$ cat config.mk
export PLATFORM = sky130hd
export DESIGN_NAME = rf_banked_gpr
export DESIGN_NICKNAME = d
export VERILOG_FILES = /design/src/rtl/rf_banked_pkg.sv /design/src/rtl/rf_gpr_ram.sv /design/src/rtl/rf_sp_bank.sv /design/src/rtl/rf_status.sv /design/src/rtl/rf_banked_gpr.sv
export SDC_FILE = /design/constraint.sdc
export NUM_CORES = 1
export LEC_CHECK = 0
export BUFFER_PORTS_ARGS = -buffer_cell sky130_fd_sc_hd__buf_2
export CAP_MARGIN = 30
export CORE_MARGIN = 2
export CORE_UTILIZATION = 41
export CTS_BUF_LIST = sky130_fd_sc_hd__clkbuf_8
export CTS_CLUSTER_DIAMETER = 40
export CTS_CLUSTER_SIZE = 40
export DETAILED_ROUTE_END_ITERATION = 8
export PLACE_DENSITY = 0.56
export SYNTH_ARGS = -nofsm -noshare
export SYNTH_HDL_FRONTEND = slang
export SYNTH_SLANG_ARGS = --single-unit
$ cat constraint.sdc
create_clock -name clk -period 6.5 [get_ports clk]
set_clock_uncertainty 0.2 [all_clocks]
set_input_delay 0.325 -clock clk [delete_from_list [all_inputs] [get_ports clk]]
set_output_delay 0.325 -clock clk [all_outputs]
set_load 0.05 [all_outputs]
$ cat src/rtl/rf_banked_pkg.sv
package rf_banked_pkg;
  localparam int SR_SUP_BIT = 13;
  localparam int SR_MST_BIT = 12;

  typedef enum logic [1:0] {
    SPB_USER = 2'd0,
    SPB_INTR = 2'd1,
    SPB_MSTR = 2'd2
  } sp_bank_e;

  function automatic sp_bank_e sp_pick(input logic sup, input logic mst);
    if (!sup) return SPB_USER;
    if (mst)  return SPB_MSTR;
    return SPB_INTR;
  endfunction
endpackage

$ cat src/rtl/rf_gpr_ram.sv
module rf_gpr_ram #(
  parameter int DW  = 32,
  parameter int AW  = 4,
  parameter int NRD = 2
) (
  input  logic                    clk,
  input  logic                    we,
  input  logic [AW-1:0]           waddr,
  input  logic [DW-1:0]           wdata,
  input  logic [NRD-1:0][AW-1:0]  raddr,
  output logic [NRD-1:0][DW-1:0]  rdata
);
  localparam int DEPTH = 1 << AW;

  logic [DW-1:0] mem [DEPTH];

  always_ff @(posedge clk) begin
    if (we) mem[waddr] <= wdata;
  end

  // registered reads, write-first on an address match
  always_ff @(posedge clk) begin
    for (int p = 0; p < NRD; p++) begin
      if (we && waddr == raddr[p]) rdata[p] <= wdata;
      else                         rdata[p] <= mem[raddr[p]];
    end
  end
endmodule

$ cat src/rtl/rf_sp_bank.sv
module rf_sp_bank
  import rf_banked_pkg::*;
#(
  parameter int DW = 32
) (
  input  logic          clk,
  input  logic          rst,
  input  logic          we,
  input  sp_bank_e      sel,
  input  logic [DW-1:0] wdata,
  output logic [DW-1:0] rdata
);
  localparam int NBANK = 3;

  logic [NBANK-1:0][DW-1:0] sp_flat;

  generate
    for (genvar b = 0; b < NBANK; b++) begin : g_bank
      logic [DW-1:0] q;
      always_ff @(posedge clk) begin
        if (rst)                          q <= '0;
        else if (we && sel == sp_bank_e'(b)) q <= wdata;
      end
      assign sp_flat[b] = q;
    end
  endgenerate

  always_comb begin
    case (sel)
      SPB_INTR: rdata = sp_flat[1];
      SPB_MSTR: rdata = sp_flat[2];
      default:  rdata = sp_flat[0];
    endcase
  end

  assert_user_bank_only_R2: assert property (@(posedge clk) disable iff (rst)
    (we && sel == SPB_USER) |=> (sp_flat[0] == $past(wdata)) &&
      (sp_flat[1] == $past(sp_flat[1])) && (sp_flat[2] == $past(sp_flat[2])));

  assert_master_bank_only_R3: assert property (@(posedge clk) disable iff (rst)
    (we && sel == SPB_MSTR) |=> (sp_flat[2] == $past(wdata)) &&
      (sp_flat[0] == $past(sp_flat[0])) && (sp_flat[1] == $past(sp_flat[1])));

  assert_intr_bank_only_R3: assert property (@(posedge clk) disable iff (rst)
    (we && sel == SPB_INTR) |=> (sp_flat[1] == $past(wdata)) &&
      (sp_flat[0] == $past(sp_flat[0])) && (sp_flat[2] == $past(sp_flat[2])));
endmodule

$ cat src/rtl/rf_status.sv
module rf_status
  import rf_banked_pkg::*;
#(
  parameter int          SRW       = 16,
  parameter int          CCW       = 8,
  parameter logic [15:0] RESET_VAL = 16'h2000
) (
  input  logic           clk,
  input  logic           rst,
  input  logic           sr_we,
  input  logic           ccr_we,
  input  logic [SRW-1:0] wdata,
  output logic [SRW-1:0] sr_q,
  output logic           priv_viol
);
  logic sup;
  assign sup = sr_q[SR_SUP_BIT];

  always_ff @(posedge clk) begin
    if (rst) begin
      sr_q      <= RESET_VAL[SRW-1:0];
      priv_viol <= 1'b0;
    end else begin
      priv_viol <= sr_we && !sup;
      if (sr_we && sup)  sr_q <= wdata;
      else if (ccr_we)   sr_q[CCW-1:0] <= wdata[CCW-1:0];
    end
  end

  assert_user_sr_blocked_R6: assert property (@(posedge clk) disable iff (rst)
    (sr_we && !sup) |=> (sr_q[SRW-1:CCW] == $past(sr_q[SRW-1:CCW])) && priv_viol);

  assert_viol_has_cause_R6: assert property (@(posedge clk) disable iff (rst)
    priv_viol |-> $past(sr_we && !sup));

  assert_ccr_byte_only_R4: assert property (@(posedge clk) disable iff (rst)
    (ccr_we && !(sr_we && sup)) |=>
      (sr_q[CCW-1:0] == $past(wdata[CCW-1:0])) &&
      (sr_q[SRW-1:CCW] == $past(sr_q[SRW-1:CCW])));

  assert_sup_full_write_R5: assert property (@(posedge clk) disable iff (rst)
    (sr_we && sup) |=> sr_q == $past(wdata));
endmodule

$ cat src/rtl/rf_banked_gpr.sv
module rf_banked_gpr
  import rf_banked_pkg::*;
#(
  parameter int          DW       = 32,
  parameter int          IW       = 4,
  parameter int          SRW      = 16,
  parameter int          CCW      = 8,
  parameter logic [15:0] SR_RESET = 16'h2000
) (
  input  logic           clk,
  input  logic           rst,
  input  logic           wr_en,
  input  logic [IW-1:0]  wr_idx,
  input  logic [DW-1:0]  wr_data,
  input  logic [IW-1:0]  rd_a_idx,
  input  logic [IW-1:0]  rd_b_idx,
  output logic [DW-1:0]  rd_a_data,
  output logic [DW-1:0]  rd_b_data,
  input  logic           sr_wr_en,
  input  logic           ccr_wr_en,
  input  logic [SRW-1:0] sr_wdata,
  output logic [SRW-1:0] sr_rdata,
  output logic [CCW-1:0] ccr_rdata,
  output logic           sup_mode,
  output logic           priv_viol
);
  localparam int          NRD    = 2;
  localparam logic [IW-1:0] SP_IDX = IW'((1 << IW) - 1);

  logic [SRW-1:0]          sr_q;
  sp_bank_e                sp_sel;
  logic [NRD-1:0][IW-1:0]  rd_idx;
  logic [NRD-1:0][DW-1:0]  ram_q;
  logic [NRD-1:0][DW-1:0]  rd_out;
  logic [NRD-1:0][DW-1:0]  sp_hold_q;
  logic [NRD-1:0]          is_sp_q;
  logic [DW-1:0]           sp_rd;
  logic                    wr_is_sp;

  assign rd_idx   = {rd_b_idx, rd_a_idx};
  assign sp_sel   = sp_pick(sr_q[SR_SUP_BIT], sr_q[SR_MST_BIT]);
  assign wr_is_sp = wr_idx == SP_IDX;

  rf_status #(.SRW(SRW), .CCW(CCW), .RESET_VAL(SR_RESET)) u_status (
    .clk(clk), .rst(rst), .sr_we(sr_wr_en), .ccr_we(ccr_wr_en),
    .wdata(sr_wdata), .sr_q(sr_q), .priv_viol(priv_viol)
  );

  rf_gpr_ram #(.DW(DW), .AW(IW), .NRD(NRD)) u_ram (
    .clk(clk), .we(wr_en && !wr_is_sp), .waddr(wr_idx), .wdata(wr_data),
    .raddr(rd_idx), .rdata(ram_q)
  );

  rf_sp_bank #(.DW(DW)) u_sp (
    .clk(clk), .rst(rst), .we(wr_en && wr_is_sp), .sel(sp_sel),
    .wdata(wr_data), .rdata(sp_rd)
  );

  generate
    for (genvar p = 0; p < NRD; p++) begin : g_port
      always_ff @(posedge clk) begin
        is_sp_q[p] <= rd_idx[p] == SP_IDX;
        if (wr_en && wr_is_sp) sp_hold_q[p] <= wr_data;
        else                   sp_hold_q[p] <= sp_rd;
      end
      assign rd_out[p] = is_sp_q[p] ? sp_hold_q[p] : ram_q[p];
    end
  endgenerate

  assign rd_a_data = rd_out[0];
  assign rd_b_data = rd_out[1];
  assign sup_mode  = sr_q[SR_SUP_BIT];
  assign ccr_rdata = sr_q[CCW-1:0];
  assign sr_rdata  = sup_mode ? sr_q : {{(SRW-CCW){1'b0}}, sr_q[CCW-1:0]};

  assert_bypass_a_R8: assert property (@(posedge clk) disable iff (rst)
    (wr_en && rd_a_idx == wr_idx) |=> rd_a_data == $past(wr_data));

  assert_bypass_b_R8: assert property (@(posedge clk) disable iff (rst)
    (wr_en && rd_b_idx == wr_idx) |=> rd_b_data == $past(wr_data));

  assert_user_high_hidden_R5: assert property (@(posedge clk) disable iff (rst)
    !sup_mode |-> sr_rdata[SRW-1:CCW] == '0);
endmodule

==> results.yml <==
routing:
  drt_pass1_iterations: 6
  wirelength_mm: 87.0
  antenna_left: 0
  remaining_drc_errors: 0
  drt_iter0_drc: 2113
  vias: 19594
  routed_via_density: 6.10
  wire_per_inst_um: 27.1
floorplanning:
  start_util_pct: 41.3
  die-width_um: 280
  die_h_um: 280
  core_um2: 75700
  dieArea_um2: 78500
  row_count: 101
  io_pins: 155
clock_network:
  insertion_delay_ns: 0.72
  htreeDepth: 3
  cts_hold_buffers: 91
  cts.clk_slew.worst_paths_ns: 0.06
  clock_sinks: 667
  cts-root-buf: "clkbuf_8"
  cts_max_path_buffers: 3
  cts_buffers: 109
  tritoncts: "done"
  cts_resized: 0
  post_cts_buffers: 0
final_layout:
  final_cells: 3210
  final_common_cell: "edfxtp_1"
  layout_common_cells: "512 x edfxtp_1, 213 x mux4_2, 153 x buf_2"
  syn_to_final_growth_pct: 16.1
  drive_gt1_share_pct: 33.5
  nNetsFinal: 2198
  utilization_pct: 47.9
  fin_area_um2: 36300
worst_setup_path:
  cp.arrival_ns: 3.61
  cp.required_ns: 5.97
  startpoint_type: "register"
  reg2reg_slack_ns: 3.45
  critPathKind: "reg -> out"
  ff2ff_path_depth: 5
  crit_path_end_kind: "output port"
  worstPathMaxFanout: 41
  reg2reg_to: "u_sp.g_bank[1].q[3]$_SDFFE_PP0P_"
  r2r-start: "u_status.sr_q[13]$_SDFFE_PP1P_"
sta:
  slew_viol_final: 0
  relSlewSlack_pct: 32.0
  rsz0062_at_grt: "no"
  tns_ns: 0
  max_freq_mhz: 242
  finalHoldViolCount: 0
  setup_viol: 0
  tightest_slew_ns: 1.01
  period_share_pct: 63.6
  period_minus_slack_ns: 4.13
yosys:
  yosys_warnings: 0
  synth_top_area_cell: "edfxtp_1"
  synth_area_per_cell_um2: 16.4
  yosys_register_bits: 667
  yosysTopAreaCellShare_pct: 49.2
  synth.area.top_cells: "edfxtp_1 49%, mux4_2 15%, dfxtp_1 9.9%, mux4_1 3.6%, mux2i_1 3.1%"
  ys_async_sr_fraction_pct: 0
  synth_edf_count: 512
  ys_seq_area_share_pct: 59.1
  synth_top_flop_cell: "edfxtp_1"
  syn-cell-area_um2: 31300
  synth_cells: 1902
  synth_cell_types: 38
global_route:
  track_usage_pct: 22.1
  grt_first_pass_wirelength_mm: 128
  grt_max_degree: 97
  grt_overflow_total: 0
  antenna_found_initial: 5
  grt_pass1_vias: 20000
place:
  placed_area_um2: 32600
  dp_hpwl_mm: 47.3
  dp.cells: 2906
  place.gp.congestion: 0.734
  numPortBuffers: 154
flow_run:
  max-cap-violations: 0
power_and_ir_drop:
  ir_drop_uv: 163
  finalPower_mw: 10.4
  pwr_density_cell_nw_per_um2: 287
  p_leak_nw: 12.1
worst_hold_path:
  whs_path_depth: 4
  worstHoldStart: "wr_en"
  min-delay-path-class: "in -> reg"
  holdPathEnd: "u_sp.g_bank[0].q[3]$_SDFFE_PP0P_"
status:
  status: "completed"
-- worst max-delay path, cell delays in order (launching register included) --
cell and delay (ns):
dfxtp_4 0.88, buf_4 0.69, mux4_2 0.59, mux2i_1 0.28, a221oi_2 0.12, buf_2 0.26
-- worst max-delay path by stage --
stage / start / end / slack [ns] / depth (start not counted)
6_report: register / rd_b_data[7] / 2.37 / 5
5_1_grt: register / rd_b_data[13] / 2.20 / 5
4_1_cts: register / rd_b_data[7] / 2.25 / 5
3_5_place_dp: register / rd_b_data[7] / 3.06 / 5
3_3_place_gp: register / rd_b_data[22] / 3.09 / 5
2_1_floorplan: wr_idx[1] / u_ram.mem[0][0]$_DFFE_PP_ / 2.12 / 2
-- through the flow --
step,setup WS [ns],hold slack (ns)
final,2.37,0.0520
after global routing,2.20,0.0379
after CTS,2.25,0.00150
after detailed placement,3.06,0.245
after global placement,3.09,0.239
after floorplan,2.12,0.153
-- where the power goes --
part           leakage [nW]  total [mW]  internal (mW)  switching, mW
Clock                  1.38        4.47           2.57           1.90
Sequential             5.91        4.79           4.69         0.0921
Combinational          4.84        1.15          0.411          0.736
Total                  12.1        10.4           7.67           2.72
-- cell type report --
class,count,area [µm²]
Clock buffer,116,1600
Inverter,4,17.5
Fill cell,6415,39400
Multi-Input combinational cell,1055,11700
Antenna cell,2,5.00
Tap cell,978,1220
Sequential cell,667,18500
Timing Repair Buffer,296,2140
Clock inverter,92,1120
-- synthesized netlist by cell type (18+ instances only) --
cell type and n:
mux2_2 31, nand4_1 96, a221oi_1 18, mux2i_1 96, o22ai_1 44, mux4_1 43, a21oi_1 144, nor2_1 104
clkbuf_1 87, nand2_1 27, a221oi_2 46, mux4_2 213, o22ai_2 20, dfxtp_1 155, edfxtp_1 512, buf_2 44
buf_4 36, o31ai_1 96
-- metal layers --
metal,up-vias,part of all wire [%],GRT usage [%]
met5,-,0.11,0.375
met4,10,2.4,7.13
met3,150,7.5,4.36
met2,860,48,35.4
met1,10173,42,30.3
li1,8401,-,-
-- cell families (layout without fill, tap and decap cells) --
logic type | count (synthesis) | after routing | synth area share [%]
flip-flops | 667 | 667 | 59.1
AND/OR/NAND/NOR | 269 | 269 | 4.32
multiplexers | 384 | 384 | 23.2
AO/OA/AOI/OAI | 370 | 370 | 9.05
buffers and inverters | 211 | 508 | 4.36
other | 1 | 34 | 0.0120
-- sequential cells by signal, indices dropped and copies added, names as in the netlist, named ones only --
signal              flops
sp_hold_q              32
u_status.sr_q          16
is_sp_q                 2
u_status.priv_viol      1
u_sp.g_bank.q          96
u_ram.mem             512
(Power assumes the default switching activity.)
